## config.mk

```make
export PLATFORM = sky130hd
export DESIGN_NAME = fp_status_reg
export DESIGN_NICKNAME = d
export VERILOG_FILES = /design/src/rtl/fpsr_pkg.sv /design/src/rtl/fpsr_classify.sv /design/src/rtl/fpsr_sticky_map.sv /design/src/rtl/fpsr_summary.sv /design/src/rtl/fp_status_reg.sv
export SDC_FILE = /design/constraint.sdc
export NUM_CORES = 1
export LEC_CHECK = 0
export BUFFER_PORTS_ARGS = -buffer_cell sky130_fd_sc_hd__buf_4
export CORE_AREA = 2 2 134 136
export CTS_BUF_LIST = sky130_fd_sc_hd__clkbuf_16
export DETAILED_ROUTE_END_ITERATION = 10
export DIE_AREA = 0 0 136 138
export PLACE_DENSITY = 0.52
export REMOVE_ABC_BUFFERS = 1
export SYNTH_ARGS = -nofsm -noshare
export SYNTH_HDL_FRONTEND = slang
export SYNTH_SLANG_ARGS = --single-unit
```

## constraint.sdc

```tcl
create_clock -name clk_i -period 1.65 [get_ports clk_i]
set_input_delay 0.0825 -clock clk_i [delete_from_list [all_inputs] [get_ports clk_i]]
set_output_delay 0.0825 -clock clk_i [all_outputs]
set_load 0.05 [all_outputs]
```

## src/rtl/fpsr_pkg.sv

```systemverilog
package fpsr_pkg;
  localparam int unsigned REG_W    = 64;
  localparam int unsigned N_STICKY = 13;
  localparam int unsigned CLS_W    = 5;

  // LSB-0 indices (MSB-0 position n maps to REG_W-1-n)
  localparam int unsigned FX_B   = 31;
  localparam int unsigned FEX_B  = 30;
  localparam int unsigned VX_B   = 29;
  localparam int unsigned OX_B   = 28;
  localparam int unsigned UX_B   = 27;
  localparam int unsigned ZX_B   = 26;
  localparam int unsigned XX_B   = 25;
  localparam int unsigned VE_B   = 7;
  localparam int unsigned OE_B   = 6;
  localparam int unsigned UE_B   = 5;
  localparam int unsigned ZE_B   = 4;
  localparam int unsigned XE_B   = 3;
  localparam int unsigned CLS_LO = 12;
  localparam int unsigned CLS_HI = CLS_LO + CLS_W - 1;

  localparam logic [REG_W-1:0] RSV_MASK = 64'hFFFF_FFF8_0000_0800;
  localparam logic [REG_W-1:0] INV_MASK = 64'h0000_0000_01F8_0700;

  typedef logic [CLS_W-1:0] cls_code_t;
  localparam cls_code_t CLS_QNAN  = 5'b10001;
  localparam cls_code_t CLS_NINF  = 5'b01001;
  localparam cls_code_t CLS_NNORM = 5'b01000;
  localparam cls_code_t CLS_NDEN  = 5'b11000;
  localparam cls_code_t CLS_NZERO = 5'b10010;
  localparam cls_code_t CLS_PZERO = 5'b00010;
  localparam cls_code_t CLS_PDEN  = 5'b10100;
  localparam cls_code_t CLS_PNORM = 5'b00100;
  localparam cls_code_t CLS_PINF  = 5'b00101;

  // sticky pulse index -> register bit
  function automatic int unsigned sticky_pos(int unsigned idx);
    int unsigned p;
    if (idx < 4)       p = OX_B - idx;        // OX UX ZX XX
    else if (idx < 10) p = 24 - (idx - 4);    // first six invalid causes
    else               p = 10 - (idx - 10);   // last three invalid causes
    return p;
  endfunction
endpackage

```

## src/rtl/fpsr_classify.sv

```systemverilog
module fpsr_classify
  import fpsr_pkg::*;
#(
  parameter int unsigned EXP_W = 11,
  parameter int unsigned MAN_W = 52,
  localparam int unsigned VAL_W = EXP_W + MAN_W + 1
) (
  input  logic [VAL_W-1:0] val_i,
  output cls_code_t        code_o
);
  logic             sgn;
  logic [EXP_W-1:0] ex;
  logic [MAN_W-1:0] man;
  logic             ex_max, ex_zero, man_zero;

  assign sgn      = val_i[VAL_W-1];
  assign ex       = val_i[VAL_W-2 -: EXP_W];
  assign man      = val_i[MAN_W-1:0];
  assign ex_max   = &ex;
  assign ex_zero  = ~|ex;
  assign man_zero = ~|man;

  always_comb begin
    if (ex_max && !man_zero)      code_o = CLS_QNAN;
    else if (ex_max)              code_o = sgn ? CLS_NINF  : CLS_PINF;
    else if (ex_zero && man_zero) code_o = sgn ? CLS_NZERO : CLS_PZERO;
    else if (ex_zero)             code_o = sgn ? CLS_NDEN  : CLS_PDEN;
    else                          code_o = sgn ? CLS_NNORM : CLS_PNORM;
  end
endmodule

```

## src/rtl/fpsr_sticky_map.sv

```systemverilog
module fpsr_sticky_map
  import fpsr_pkg::*;
#(
  parameter int unsigned N = N_STICKY
) (
  input  logic [N-1:0]     pulse_i,
  output logic [REG_W-1:0] set_mask_o
);
  logic [REG_W-1:0] lane [N];

  for (genvar g = 0; g < N; g++) begin : g_lane
    localparam int unsigned POS = sticky_pos(g);
    assign lane[g] = {{(REG_W-1){1'b0}}, pulse_i[g]} << POS;
  end

  always_comb begin
    set_mask_o = '0;
    for (int i = 0; i < N; i++) set_mask_o = set_mask_o | lane[i];
  end
endmodule

```

## src/rtl/fpsr_summary.sv

```systemverilog
module fpsr_summary
  import fpsr_pkg::*;
(
  input  logic [REG_W-1:0] raw_i,
  output logic [REG_W-1:0] fixed_o
);
  logic vx, fex;

  assign vx  = |(raw_i & INV_MASK);
  assign fex = (vx          & raw_i[VE_B]) |
               (raw_i[OX_B] & raw_i[OE_B]) |
               (raw_i[UX_B] & raw_i[UE_B]) |
               (raw_i[ZX_B] & raw_i[ZE_B]) |
               (raw_i[XX_B] & raw_i[XE_B]);

  always_comb begin
    fixed_o         = raw_i & ~RSV_MASK;
    fixed_o[VX_B]   = vx;
    fixed_o[FEX_B]  = fex;
  end
endmodule

```

## src/rtl/fp_status_reg.sv

```systemverilog
module fp_status_reg
  import fpsr_pkg::*;
(
  input  logic                clk_i,
  input  logic                rst_ni,
  input  logic                wr_full_i,
  input  logic [REG_W-1:0]    wr_data_i,
  input  logic                mask_we_i,
  input  logic [REG_W-1:0]    mask_i,
  input  logic [REG_W-1:0]    mask_data_i,
  input  logic [N_STICKY-1:0] sticky_set_i,
  input  logic                cls_we_i,
  input  logic [REG_W-1:0]    cls_val_i,
  output logic [REG_W-1:0]    csr_o,
  output logic [CLS_W-1:0]    class_flags_o
);
  logic [REG_W-1:0] csr_q, merged, set_mask, nxt;
  cls_code_t        cls_code;

  fpsr_classify #(.EXP_W(11), .MAN_W(52)) i_classify (
    .val_i (cls_val_i),
    .code_o(cls_code)
  );

  fpsr_sticky_map #(.N(N_STICKY)) i_sticky_map (
    .pulse_i   (sticky_set_i),
    .set_mask_o(set_mask)
  );

  // priority: full > class load > masked; sticky ORs last
  always_comb begin
    merged = csr_q;
    if (mask_we_i) merged = (merged & ~mask_i) | (mask_data_i & mask_i);
    if (cls_we_i)  merged[CLS_HI:CLS_LO] = cls_code;
    if (wr_full_i) merged = wr_data_i;
    merged = merged | set_mask;
  end

  fpsr_summary i_summary (
    .raw_i  (merged),
    .fixed_o(nxt)
  );

  always_ff @(posedge clk_i or negedge rst_ni) begin
    if (!rst_ni) csr_q <= '0;
    else         csr_q <= nxt;
  end

  assign csr_o         = csr_q;
  assign class_flags_o = cls_code;
endmodule

```

==> results_dict.tcl, run 1 <==
set metrics [dict create \
    fin_tns_setup_ns -0.1909 \
    cpMostUsedCell "buf_4" \
    wl_per_cell_um 13.86 \
    clk_pin_slew_ns 0.06 \
    rsz0062_at_grt "yes" \
    synth_cell_types 47 \
    netlist_instances 271 \
    synth_warnings 0 \
    path_buf_inv 3 \
    drive_above_1_share_pct 53.95 \
    ir_worst_vdd_mv 0.3115 \
    hp-class "in2reg" \
    std_cell_rows 49 \
    status "finished with violations" \
    final_nets 793 \
    cts-buffers-inserted 5 \
    cts_max_level 2 \
    seq_area_frac_synth_pct 36.04 \
    initial_core_util_pct 13.47 \
    regArea_sq_um 850.8 \
    cts-root-buf "clkbuf_16" \
    final_area_sq_um 4838 \
    cpPeakStageDelay_ns 0.31 \
    grt_pass1_wl_mm 15.12 \
    crit_type "in2out" \
    fin_crit_ns 1.746 \
    path_cells "buf_4 > nor4_2 > nand4_2 > nor4_4 > mux2i_1 > buf_4 > nor2_4 > buf_8" \
    synth_compound_area_share_pct 15.47 \
    n_antenna_cell 0 \
    coreArea_sq_um 17530 \
    yosys_register_bits 34 \
    skew_ns 0.002977 \
    slowest_stage "nor4_4" \
    antenna_found_initial 0 \
    fillers 1911 \
    fp.dieW_um 136 \
    area_growth_pct 104.9 \
    antenna_left 0 \
    placed_area_sq_um 4214 \
    powerDensity_nw_per_um2 677.2 \
    synth-edff-count 0 \
    cts_tree "built" \
    largest_reg_flops 34 \
    wl_mm 10.37 \
    synthesis.area_sq_um 2361 \
    layout_setup_ws_ns -0.09601 \
    final_cell_mix "buf_4 (233), nand2_1 (45), dfrtp_1 (34)" \
    holdWs_ns 0.01093 \
    grt-ovfl-total 0 \
    drtPass1Iterations 4 \
    vias_per_cell 3.926 \
    cp_data_arrival_time_ns 1.66 \
    end_kind "output pin" \
    post-route-util_pct 27.59 \
    slew_violations 0 \
    critPathLaunchType "input port" \
    fmax_ghz 0.5727 \
    clk_latency_ns 0.28 \
    maxCapViolations 0 \
    setup_viol 2 \
    dp_hpwl_mm 8.273 \
    drt_iter0_markers 44 \
    grt_pass1_vias 3045 \
    synth_simple_gate_area_share_pct 22.89 \
    drc_errors 0 \
    preCtsSetupSlack_ns -0.3308 \
    async_flop_share_pct 100.0 \
    die_area_sq_um 18770 \
    grt_max_degree 37 \
    ctsLongestPathBuffers 2 \
    syn_avg_cell_area_sq_um 8.712 \
    violations "negative setup slack" \
    ys.flop_type "dfrtp_1" \
    synth_top_family_by_area "simple AND/OR/NAND/NOR gates" \
    synthMuxAreaShare_pct 10.23 \
    synth-xor-area-share_pct 0 \
    fin_crit_sh_pct 105.8 \
    io_pins 343 \
    synth_fa_ha_area_share_pct 0 \
    instances_no_fill 748 \
    path_max_fanout 3 \
    grt_usage_pct 10.52 \
    die_h_um 138 \
    crit_family "simple AND/OR/NAND/NOR gates" \
    clock-sinks 34 \
    finalPower_mw 3.276 \
    leakagePower_nw 2.407 \
    dp_cells 720 \
    required_ns 1.57 \
    layout_commonest_cell "buf_4" \
    place_congestion 0.7945 \
    io_buffers 216 \
    multi_input_area_sq_um 1496 \
    hold_violations 0 \
    vias 2937 \
]
==> path summary, 6_finish.rpt <==
| check | cells after the start | from | slack (ns) | endpoint |
|---|---|---|---|---|
| worst max register to register | 5 | csr_o[8] | 0.01 | csr_o[30] |
| min in group asynchronous | 2 | rst_ni | 0.30 | csr_o[28] |
| worst min-delay path | 3 | wr_data_i[1] | 0.01 | csr_o[1] |
| worst min register to register | 2 | csr_o[34] | 0.57 | csr_o[34] |
| worst max-delay path | 8 | cls_val_i[46] | -0.1 | class_flags_o[3] |
| max in group asynchronous | 2 | rst_ni | 1.01 | csr_o[16] |
==> cells by family after synthesis <==
family                 after synthesis
AO/OA/AOI/OAI                       53
flip-flops                          34
buffers and inverters               60
multiplexers                        24
AND/OR/NAND/NOR                     99
other                                1
==> synth_stat cells, types with 4 or more instances <==
| cell type | count | area, sq um |
|---|---|---|
| nand2_1 | 46 | 172.7 |
| dfrtp_1 | 34 | 850.8 |
| buf_4 | 30 | 225.2 |
| mux2i_1 | 23 | 230.2 |
| inv_1 | 18 | 67.56 |
| nor4_1 | 16 | 100.1 |
| o21ai_0 | 13 | 65.06 |
| a21oi_1 | 7 | 35.03 |
| o211ai_1 | 6 | 45.04 |
| and2_1 | 5 | 31.28 |
| buf_2 | 5 | 25.02 |
| nand4b_1 | 5 | 43.79 |
| a21boi_0 | 4 | 30.03 |
| clkbuf_1 | 4 | 15.01 |
| nand2b_1 | 4 | 25.02 |
| nand4_1 | 4 | 25.02 |
==> power breakdown <==
group	switching, mW	internal [mW]
Sequential	0.0386	0.905
Clock	0.367	0.699
Combinational	0.734	0.533
Total	1.14	2.14
==> routing by layer <==
layer / GRT usage, % / vias to the layer above / routed length, um
li1: - / 1402 / -
met1: 10.62 / 1330 / 3682
met2: 20.15 / 192 / 5284
met3: 3.814 / 13 / 1196
met4: 2.522 / 0 / 203
met5: 0 / - / 0
==> worst min-delay path: cells and delay by family <==
kind,cells,cell delay (ns)
and+or+nand+nor,1,0.04
AOI/OAI and AO/OA,1,0.06
buffers and inverters,1,0.08
==> final cells by class <==
cell class,instances,area share (%)
timing repair buffer,254,40.88
inverter,18,1.396
sequential,34,17.58
multi-input combinational,206,30.93
tap,229,5.922
clock buffer,5,2.586
clock inverter,2,0.6982
==> timing repair <==
item                                    4_1_cts  5_1_grt
endpoints found under the setup margin        6        6
gates cloned                                  0        0
hold buffers                                 12        0
gates resized for setup                      21       28
setup buffers                                 5        4
endpoints found under the hold margin        45        0
pin swaps                                     8       10
Note: power is estimated with default switching activity, not from simulation.
==> run 2: changes to the inputs <==
--- a/config.mk
+++ b/config.mk
@@ -6,12 +6,16 @@
 export NUM_CORES = 1
 export LEC_CHECK = 0
 export BUFFER_PORTS_ARGS = -buffer_cell sky130_fd_sc_hd__buf_4
-export CORE_AREA = 2 2 134 136
+export CELL_PAD_IN_SITES_DETAIL_PLACEMENT = 2
+export CELL_PAD_IN_SITES_GLOBAL_PLACEMENT = 2
+export CORE_ASPECT_RATIO = 2
+export CORE_UTILIZATION = 13
 export CTS_BUF_LIST = sky130_fd_sc_hd__clkbuf_16
 export DETAILED_ROUTE_END_ITERATION = 10
-export DIE_AREA = 0 0 136 138
-export PLACE_DENSITY = 0.52
+export PLACE_DENSITY = 0.9
 export REMOVE_ABC_BUFFERS = 1
+export SETUP_SLACK_MARGIN = 0.05
+export SKIP_LAST_GASP = 1
 export SYNTH_ARGS = -nofsm -noshare
 export SYNTH_HDL_FRONTEND = slang
 export SYNTH_SLANG_ARGS = --single-unit
==> run 2 against run 1 <==
  * Largest cell class unchanged
  * Combinational power barely moved
  * Clock power is 9% lower
  * Die area down 0.16%
  * First-iteration DRC count grew 23%
  * Via count increased by 5.4%
  * The run still ends with negative setup slack left
  * Sequential share of layout area shrank 0.16 points
  * Global-route usage increased by 2.9 points
==> results_dict.tcl, run 2 (same netlist as run 1, synthesis figures left out) <==
set metrics [dict create \
    powerDensity_nw_per_um2 658.1 \
    cts-buffers-inserted 5 \
    fillers 2005 \
    cts_tree "built" \
    die_h_um 192.6 \
    grt_usage_pct 13.46 \
    fmax_ghz 0.5682 \
    grt_max_degree 42 \
    die_area_sq_um 18740 \
    io_pins 343 \
    dp_cells 703 \
    hp-class "in2reg" \
    io_buffers 216 \
    cp_data_arrival_time_ns 1.68 \
    final_nets 791 \
    grt-ovfl-total 0 \
    fp.dieW_um 97.30 \
    fin_crit_sh_pct 106.7 \
    clk_pin_slew_ns 0.06 \
    required_ns 1.57 \
    drtPass1Iterations 3 \
    wl_per_cell_um 17.70 \
    clock-sinks 34 \
    initial_core_util_pct 13.28 \
    drive_above_1_share_pct 54.05 \
    wl_mm 12.94 \
    std_cell_rows 69 \
    tightest_slew_ns 0.5285 \
    status "finished with violations" \
    end_kind "output pin" \
    critPathLaunchType "input port" \
    skew_ns 0.002350 \
    clk_latency_ns 0.29 \
    vias 3097 \
    fin_tns_setup_ns -0.2544 \
    path_max_fanout 3 \
    setup_viol 3 \
    wl_met2_mm 7.425 \
    finalPower_mw 3.213 \
    crit_type "in2out" \
    ctsLongestPathBuffers 2 \
    grt_pass1_vias 3551 \
    topRoutingLayerUsed "met5" \
    leakagePower_nw 2.411 \
    largest_reg_flops 34 \
    ir_worst_vdd_mv 0.3374 \
    slew-limit-headroom_pct 64.77 \
    place_congestion 0.7957 \
    layout_setup_ws_ns -0.1100 \
    fin_crit_ns 1.760 \
    grt_pass1_wl_mm 18.84 \
    drt_iter0_markers 54 \
    wl_met1_mm 3.931 \
    hold_violations 0 \
    vias_per_cell 4.237 \
    dp_hpwl_mm 10.02 \
    violations "negative setup slack" \
    maxCapViolations 0 \
    antenna_found_initial 1 \
    wl_met3_mm 1.186 \
    n_antenna_cell 0 \
    cts-root-buf "clkbuf_16" \
    cts_max_level 2 \
    slew_violations 0 \
    coreArea_sq_um 17780 \
    layout_commonest_cell "buf_4" \
    rsz0062_at_grt "yes" \
    drc_errors 0 \
    antenna_left 0 \
    final_cell_mix "buf_4 (223), nand2_1 (45), dfrtp_1 (34)" \
    instances_no_fill 731 \
    area_growth_pct 106.8 \
]
[run 2: cell types whose count changed in the layout (fill, tap and decap cells not counted), sizes merged]
cell	delta
clkinv	+1
buf	-4
bufinv	-1
clkinvlp	+1
dlygate4sd3	+2
[run 2: metrics by stage]
| stage | worst slack [ns] | utilization (%) | hold slack [ns] | area (sq um) |
|---|---|---|---|---|
| floorplan | -0.1499 | - | -0.2131 | 2178 |
| global placement | -0.3037 | 23.61 | 0.09466 | 4199 |
| detailed placement | -0.3171 | 23.61 | 0.1082 | 4199 |
| CTS | -0.1472 | 26.59 | 0.006801 | 4730 |
| global route | -0.1814 | 27.45 | 0.03049 | 4882 |
| finish | -0.1100 | 27.45 | 0.01313 | 4882 |
[run 2: area by class of cell]
type                       count  area, sq um  area share (%)
timing repair buffer         252         1996           40.88
multi-input combinational    206         1560           31.96
sequential                    34        850.8           17.43
tap                          213        266.5           5.459
clock buffer                   5        125.1           2.563
inverter                      18        67.56           1.384
clock inverter                 3        16.27          0.3332
[run 2: final timing paths]
kind | start | endpoint | depth (start not counted) | slack (ns)
worst min register to register | csr_o[17] | csr_o[17] | 2 | 0.57
worst max register to register | csr_o[8] | csr_o[30] | 5 | -0.05
max in group asynchronous | rst_ni | csr_o[25] | 2 | 0.95
min in group asynchronous | rst_ni | csr_o[13] | 2 | 0.33
worst min-delay path | wr_data_i[17] | csr_o[17] | 3 | 0.01
worst max-delay path | cls_val_i[19] | class_flags_o[2] | 7 | -0.11
[run 2: report_power, final]
part / switching (mW) / leakage, nW / total (mW) / internal, mW
sequential: 0.0413 / 0.381 / 0.946 / 0.904
combinational: 0.760 / 1.96 / 1.30 / 0.536
clock: 0.418 / 0.0672 / 0.971 / 0.553
total: 1.22 / 2.41 / 3.21 / 1.99
[run 2: repair_timing]
item / in CTS / in global routing
endpoints found under the hold margin: 47 / 0
hold buffers: 14 / 0
setup endpoints to repair: 7 / 10
buffers inserted: 5 / 3
cloned: 0 / 0
gates resized for setup: 36 / 24
pin swaps: 11 / 16
[run 2: metal layers]
metal	GRT usage (%)	vias up
met5	0	-
met4	5.204	2
met3	4.745	19
met2	27.98	208
met1	11.23	1467
li1	-	1401
[run 2: critical path, stage by stage]
cell     delay (ns)
buf_6          0.10
nor4_4         0.30
nand4_1        0.23
nor4_4         0.35
mux2i_2        0.35
nor2_2         0.10
buf_6          0.17
